File: src/rtl/tk_pkg.sv
// Package: shared types and field limits for the BCD timekeeper.
// Assumes every digit is a 4-bit BCD value, and that the mode codes are
// numbered in the order the mode key visits them.
package tk_pkg;

    localparam int DIGIT_W = 4;

    typedef logic [DIGIT_W-1:0] bcd_t;

    // Mode codes; each increment is one step of the sequence
    typedef enum logic [1:0] {
        MODE_RUN  = 2'd0,
        MODE_HOUR = 2'd1,
        MODE_MIN  = 2'd2,
        MODE_SEC  = 2'd3
    } tk_mode_e;

    // Field indices used in the field array
    localparam int F_SEC  = 0;
    localparam int F_MIN  = 1;
    localparam int F_HOUR = 2;
    localparam int NUM_FIELDS = 3;

    // Last tens digit and last ones digit (at that tens digit) per field
    localparam int SIXTY_TENS_LAST = 5;
    localparam int SIXTY_ONES_LAST = 9;
    localparam int DAY_TENS_LAST   = 2;
    localparam int DAY_ONES_LAST   = 3;

    function automatic int field_tens_last(input int idx);
        return (idx == F_HOUR) ? DAY_TENS_LAST : SIXTY_TENS_LAST;
    endfunction

    function automatic int field_ones_last(input int idx);
        return (idx == F_HOUR) ? DAY_ONES_LAST : SIXTY_ONES_LAST;
    endfunction

endpackage

File: src/rtl/tk_rise_detect.sv
// Module: one-cycle pulse on the rising edge of a level input.
// Assumes the level is already debounced and synchronous to clk. After
// reset the level is taken as previously low.
module tk_rise_detect (
    input  logic clk,
    input  logic rst_n,
    input  logic level,
    output logic pulse
);

    logic level_q;

    // Keep last cycle's level
    always_ff @(posedge clk or negedge rst_n) begin
        if (!rst_n) level_q <= 1'b0;
        else        level_q <= level;
    end

    // Low-to-high transition seen this cycle
    always_comb pulse = level & ~level_q;

endmodule

File: src/rtl/tk_mode_seq.sv
// Module: four-state mode sequencer for running and the three set states.
// Assumes step is a single-cycle pulse. Each pulse advances the mode once,
// and the code wraps from second set back to running.
module tk_mode_seq
    import tk_pkg::*;
(
    input  logic     clk,
    input  logic     rst_n,
    input  logic     step,
    output tk_mode_e mode
);

    // Advance the mode on each step pulse
    always_ff @(posedge clk or negedge rst_n) begin
        if (!rst_n)    mode <= MODE_RUN;
        else if (step) mode <= tk_mode_e'(mode + 2'd1);
    end

endmodule

File: src/rtl/tk_step_ctrl.sv
// Module: decides which time fields advance in the current cycle.
// Assumes both enables are one-cycle pulses. In running mode only the
// timing enable counts and carries ripple upward. In a set mode only the
// calibration enable qualified by the advance key counts, for the
// selected field alone.
module tk_step_ctrl
    import tk_pkg::*;
(
    input  tk_mode_e               mode,
    input  logic                   tick_1hz,
    input  logic                   tick_2hz,
    input  logic                   adv_key,
    input  bcd_t                   sec_tens,
    input  bcd_t                   sec_ones,
    input  bcd_t                   min_tens,
    input  bcd_t                   min_ones,
    output logic [NUM_FIELDS-1:0]  inc
);

    localparam bcd_t S_TENS_LAST = bcd_t'(SIXTY_TENS_LAST);
    localparam bcd_t S_ONES_LAST = bcd_t'(SIXTY_ONES_LAST);

    logic sec_full;
    logic min_full;
    logic cal_go;
    logic running;

    // Field-at-limit flags that create carries
    always_comb begin
        sec_full = (sec_tens == S_TENS_LAST) && (sec_ones == S_ONES_LAST);
        min_full = (min_tens == S_TENS_LAST) && (min_ones == S_ONES_LAST);
    end

    // Mode and calibration qualifiers
    always_comb begin
        running = (mode == MODE_RUN);
        cal_go  = tick_2hz & adv_key;
    end

    // Per-field increment selection
    always_comb begin
        if (running) begin
            inc[F_SEC]  = tick_1hz;
            inc[F_MIN]  = tick_1hz & sec_full;
            inc[F_HOUR] = tick_1hz & sec_full & min_full;
        end else begin
            inc[F_SEC]  = cal_go & (mode == MODE_SEC);
            inc[F_MIN]  = cal_go & (mode == MODE_MIN);
            inc[F_HOUR] = cal_go & (mode == MODE_HOUR);
        end
    end

endmodule

File: src/rtl/tk_bcd_field.sv
// Module: two-digit BCD counter with a configurable final value.
// Assumes the ones digit runs 0..9 for every tens digit below TENS_LAST.
// At TENS_LAST it runs only to ONES_LAST, and the field then returns
// to 00. It advances once on each cycle with inc high.
module tk_bcd_field
    import tk_pkg::*;
#(
    parameter int TENS_LAST = 5,
    parameter int ONES_LAST = 9
) (
    input  logic clk,
    input  logic rst_n,
    input  logic inc,
    output bcd_t tens,
    output bcd_t ones
);

    localparam bcd_t TENS_L = bcd_t'(TENS_LAST);
    localparam bcd_t ONES_L = bcd_t'(ONES_LAST);
    localparam bcd_t NINE   = bcd_t'(9);

    bcd_t ones_top;

    // Highest ones value allowed under the present tens digit
    always_comb ones_top = (tens == TENS_L) ? ONES_L : NINE;

    // Count with decimal carry from ones into tens, and wrap at the end
    always_ff @(posedge clk or negedge rst_n) begin
        if (!rst_n) begin
            tens <= '0;
            ones <= '0;
        end else if (inc) begin
            if (ones == ones_top) begin
                ones <= '0;
                tens <= (tens == TENS_L) ? '0 : tens + bcd_t'(1);
            end else begin
                ones <= ones + bcd_t'(1);
            end
        end
    end

endmodule

File: src/rtl/tk_timekeeper.sv
// Module: top of the calibratable 24-hour BCD timekeeper.
// Assumes tick_1hz and tick_2hz are one-cycle enables on clk, and that
// mode_key and adv_key are debounced levels synchronous to clk.
// The reset is asynchronous and active low.
module tk_timekeeper
    import tk_pkg::*;
(
    input  logic       clk,
    input  logic       rst_n,
    input  logic       tick_1hz,
    input  logic       tick_2hz,
    input  logic       mode_key,
    input  logic       adv_key,
    output logic [3:0] sec_ones,
    output logic [3:0] sec_tens,
    output logic [3:0] min_ones,
    output logic [3:0] min_tens,
    output logic [3:0] hr_ones,
    output logic [3:0] hr_tens,
    output logic [1:0] mode
);

    logic                  mode_step;
    tk_mode_e              cur_mode;
    logic [NUM_FIELDS-1:0] inc;
    bcd_t                  f_tens [NUM_FIELDS];
    bcd_t                  f_ones [NUM_FIELDS];

    tk_rise_detect u_mode_edge (
        .clk   (clk),
        .rst_n (rst_n),
        .level (mode_key),
        .pulse (mode_step)
    );

    tk_mode_seq u_mode (
        .clk   (clk),
        .rst_n (rst_n),
        .step  (mode_step),
        .mode  (cur_mode)
    );

    tk_step_ctrl u_ctrl (
        .mode     (cur_mode),
        .tick_1hz (tick_1hz),
        .tick_2hz (tick_2hz),
        .adv_key  (adv_key),
        .sec_tens (f_tens[F_SEC]),
        .sec_ones (f_ones[F_SEC]),
        .min_tens (f_tens[F_MIN]),
        .min_ones (f_ones[F_MIN]),
        .inc      (inc)
    );

    // One counter per field, limits chosen by field index
    for (genvar g = 0; g < NUM_FIELDS; g++) begin : g_field
        tk_bcd_field #(
            .TENS_LAST (field_tens_last(g)),
            .ONES_LAST (field_ones_last(g))
        ) u_field (
            .clk   (clk),
            .rst_n (rst_n),
            .inc   (inc[g]),
            .tens  (f_tens[g]),
            .ones  (f_ones[g])
        );
    end

    // Drive the digit and mode outputs
    always_comb begin
        sec_ones = f_ones[F_SEC];
        sec_tens = f_tens[F_SEC];
        min_ones = f_ones[F_MIN];
        min_tens = f_tens[F_MIN];
        hr_ones  = f_ones[F_HOUR];
        hr_tens  = f_tens[F_HOUR];
        mode     = cur_mode;
    end

endmodule

File: config.mk
export PLATFORM = sky130hd
export DESIGN_NAME = tk_timekeeper
export DESIGN_NICKNAME = d
export VERILOG_FILES = /design/src/rtl/tk_pkg.sv /design/src/rtl/tk_rise_detect.sv /design/src/rtl/tk_mode_seq.sv /design/src/rtl/tk_step_ctrl.sv /design/src/rtl/tk_bcd_field.sv /design/src/rtl/tk_timekeeper.sv
export SDC_FILE = /design/constraint.sdc
export NUM_CORES = 1
export LEC_CHECK = 0
export BUFFER_PORTS_ARGS = -buffer_cell sky130_fd_sc_hd__buf_2
export CAP_MARGIN = 20
export CORE_MARGIN = 4
export CORE_UTILIZATION = 25
export DETAILED_ROUTE_END_ITERATION = 12
export GPL_TIMING_DRIVEN = 0
export PLACE_DENSITY = 0.43
export SETUP_SLACK_MARGIN = 0.02
export SYNTH_ARGS = -nofsm -noshare
export SYNTH_HDL_FRONTEND = slang
export SYNTH_HIERARCHICAL = 1
export SYNTH_SLANG_ARGS = --single-unit
File: constraint.sdc
create_clock -name clk -period 5.1 [get_ports clk]
set_clock_uncertainty 0.1 [all_clocks]
set_input_delay 0.255 -clock clk [delete_from_list [all_inputs] [get_ports clk]]
set_output_delay 0.255 -clock clk [all_outputs]
set_load 0.005 [all_outputs]
==> qor.txt <==
CP max FO: 9
Compound-Gate Fraction of Synth Area: 0.117
share of the synthesized area in the top cell type: 0.452
Arr. time, crit path: 2360 ps
Site Rows: 27
crit path kind: register to register
CTS buffer count: 3
WP data required: 5200 ps
P_sw: 0.298 mW
minimum clock period: 2260 ps
simple-gate share of the synthesized area: 0.297
most common cell in the netlist: dfrtp_1
Seq/Total Area, Yosys: 0.452
Mean Syn Cell Area: 11.2 um2
ys flop type: dfrtp_1
Die X: 85.3 um
internal power: 0.475 mW
Net Sw Frac: 0.385
Rel. slew slack: 0.578
Tcrit/Tclk final: 0.444
syn nets: 141
MaxCap Viol Count: 0
Synth Instances: 134
vias in the first global route: 1088
H-tree levels: 1
# setup viols final: 0
EDFF count, synth: 0
WHS: 418 ps
CTS tree: yes
register area: 676 um2
DP HPWL: 2290 um
post-synthesis async set-or-reset flop share: 1.00
Die Height: 85.3 um
clock latency at the later pin of the worst-skew pair: 270 ps
Fill cells: 576
first-pass GRT wire length: 5340 um
PwrDens: 428 mW/mm2
clk sink count: 27
Least-Margin Pin Slew: 632 ps
Setup Buffers After CTS: 0
ranking of synthesized cells by area: dfrtp_1 45%, xor2_1 4.7%, nand2_1 3.5%
gpl congestion: 0.686
status: completed
Max Clock Freq: 442 MHz
antenna violations before repair: 0
DRT Pass-1 Iters: 4
Final Net Count: 179
clock tree root buffer cell: clkbuf_8
core area: 0.00564 mm2
total die area: 0.00728 mm2
register bit total from synthesis: 27
combinational family with the most area after synthesis: simple AND/OR/NAND/NOR gates
clock share of power: 0.163
area grow syn2layout: 20.8%
Pins Over Slew Limit: 0
Max VDD drop: 0.000225 V
combinational power share: 0.329
Ant. Diodes: 0
Post-CTS Resized: 0
most frequent cells after synthesis: 27 x dfrtp_1, 14 x nand2_1, 8 x xor2_1
Detail Route Antenna Nets: 0
XOR/XNOR Fraction of Synth Area: 0.0762
area share of fa/ha/maj cells after synthesis: 0.00837
fraction of final layout cells sized beyond drive strength 1: 0.298
num ports: 32
startpoint types: register
CP Capture Type: register
Clock Tree Buf Depth: 2
GRT overflow: 0
DRC: 0
GRT Util Overall: 0.0903
clock slew at reported path FFs: 100 ps
via count: 1103
leakage: 0.891 nW
mapped cell area: 0.00150 mm2
Initial DRC Count: 23
Final Hold Fails: 0
Setup Total Neg Slack: 0 ps
Synth warnings: 6
DRT Wirelength: 3080 um
Port-buffer cells: 31
multiplexer share of the synthesized area: 0.0318
RSZ-0062 raised after global routing: no
Worst Hold Class: primary input to register
Yosys cell types: 37
Flop pwr share: 0.508
area of the multi-input gates: 793 um2
vias per cell: 4.54
initial core utilization: 0.265
largest net degree at the start of global routing: 28
Yosys top cell by area: dfrtp_1
WL/cell: 12.7 um
-- routing by layer --
metal / GRT usage / part of all wire / vias up
met2: 0.146 / 0.47 / 22
met1: 0.119 / 0.48 / 530
met5: 0 / 0 / -
met4: 0.0173 / 0.0062 / 0
met3: 0.0272 / 0.041 / 2
li1: - / - / 549
-- per-stage QoR --
step / power, mW / std cells / instance area, um2 / setup WS, ps / util
global placement: 0.645 / 237 / 1740 / 2840 / 0.308
finish: 0.773 / 243 / 1810 / 2840 / 0.320
CTS: 0.787 / 243 / 1810 / 2800 / 0.320
global route: 0.835 / 243 / 1810 / 2590 / 0.320
detailed placement: 0.657 / 237 / 1740 / 2820 / 0.308
floorplan: 0.539 / 134 / 1500 / 3070 / -
-- registers in the layout, indices dropped and copies added (netlist names) --
name and cells:
g_field.u_field/ones 12, g_field.u_field/tens 12, u_mode/mode 2, u_mode_edge/level_q 1
-- layout by cell type, fill, tap and decap left out, types with 4 or more instances in the layout --
cell type,n
xor2_1,8
xnor2_1,5
a21oi_1,4
nand2_1,14
nor2b_1,5
inv_1,7
nand3_1,4
o21ai_0,7
buf_2,31
nor2_1,7
dfrtp_1,27
-- power groups by stage --
stage	Combinational [mW]	Sequential [mW]	Clock (mW)
finish	0.254	0.393	0.126
global route	0.286	0.410	0.139
CTS	0.261	0.394	0.132
detailed placement	0.259	0.399	0
global placement	0.253	0.392	0
floorplan	0.160	0.379	0
-- kinds of logic after synthesis --
| logic type | Yosys count |
|---|---|
| AOI/OAI and AO/OA | 24 |
| xor gates and xnor gates | 13 |
| adders and majority gates | 1 |
| buffers and inverters | 7 |
| DFF | 27 |
| muxes | 4 |
| and+or+nand+nor | 58 |
-- critical path, cell delays in order (launching register included) --
cell and delay (ps):
dfrtp_1 480, and4bb_1 310, nand3b_1 110, o21ai_1 390, nand2_1 290, nor4b_4 320, xor2_1 180
-- worst paths after layout --
| kind | from | slack, ps | endpoint | depth (start not counted) |
|---|---|---|---|---|
| setup / recovery | g_field[0].u_field/ones[1]$_DFFE_PN0P_ | 2840 | g_field[2].u_field/tens[3]$_DFFE_PN0P_ | 6 |
| hold / removal | adv_key | 420 | g_field[2].u_field/ones[0]$_DFFE_PN0P_ | 4 |
| setup reg to reg | g_field[0].u_field/ones[1]$_DFFE_PN0P_ | 2840 | g_field[2].u_field/tens[3]$_DFFE_PN0P_ | 6 |
| hold reg to reg | g_field[2].u_field/tens[1]$_DFFE_PN0P_ | 440 | g_field[2].u_field/tens[1]$_DFFE_PN0P_ | 1 |
| max in group asynchronous | rst_n | 4060 | g_field[0].u_field/ones[0]$_DFFE_PN0P_ | 2 |
| min in group asynchronous | rst_n | 430 | g_field[1].u_field/tens[3]$_DFFE_PN0P_ | 2 |
-- final cells by class --
type,instances,share of cell area
Multi-Input combinational cell,100,0.439
Sequential cell,27,0.374
Tap cell,72,0.0499
Timing Repair Buffer,33,0.0970
Inverter,7,0.0146
Clock buffer,4,0.0249
-- timing repair --
action	CTS	global route
setup endpoints to repair	0	0
hold buffers	2	0
endpoints found under the hold margin	28	0
(Power assumes the default switching activity.)
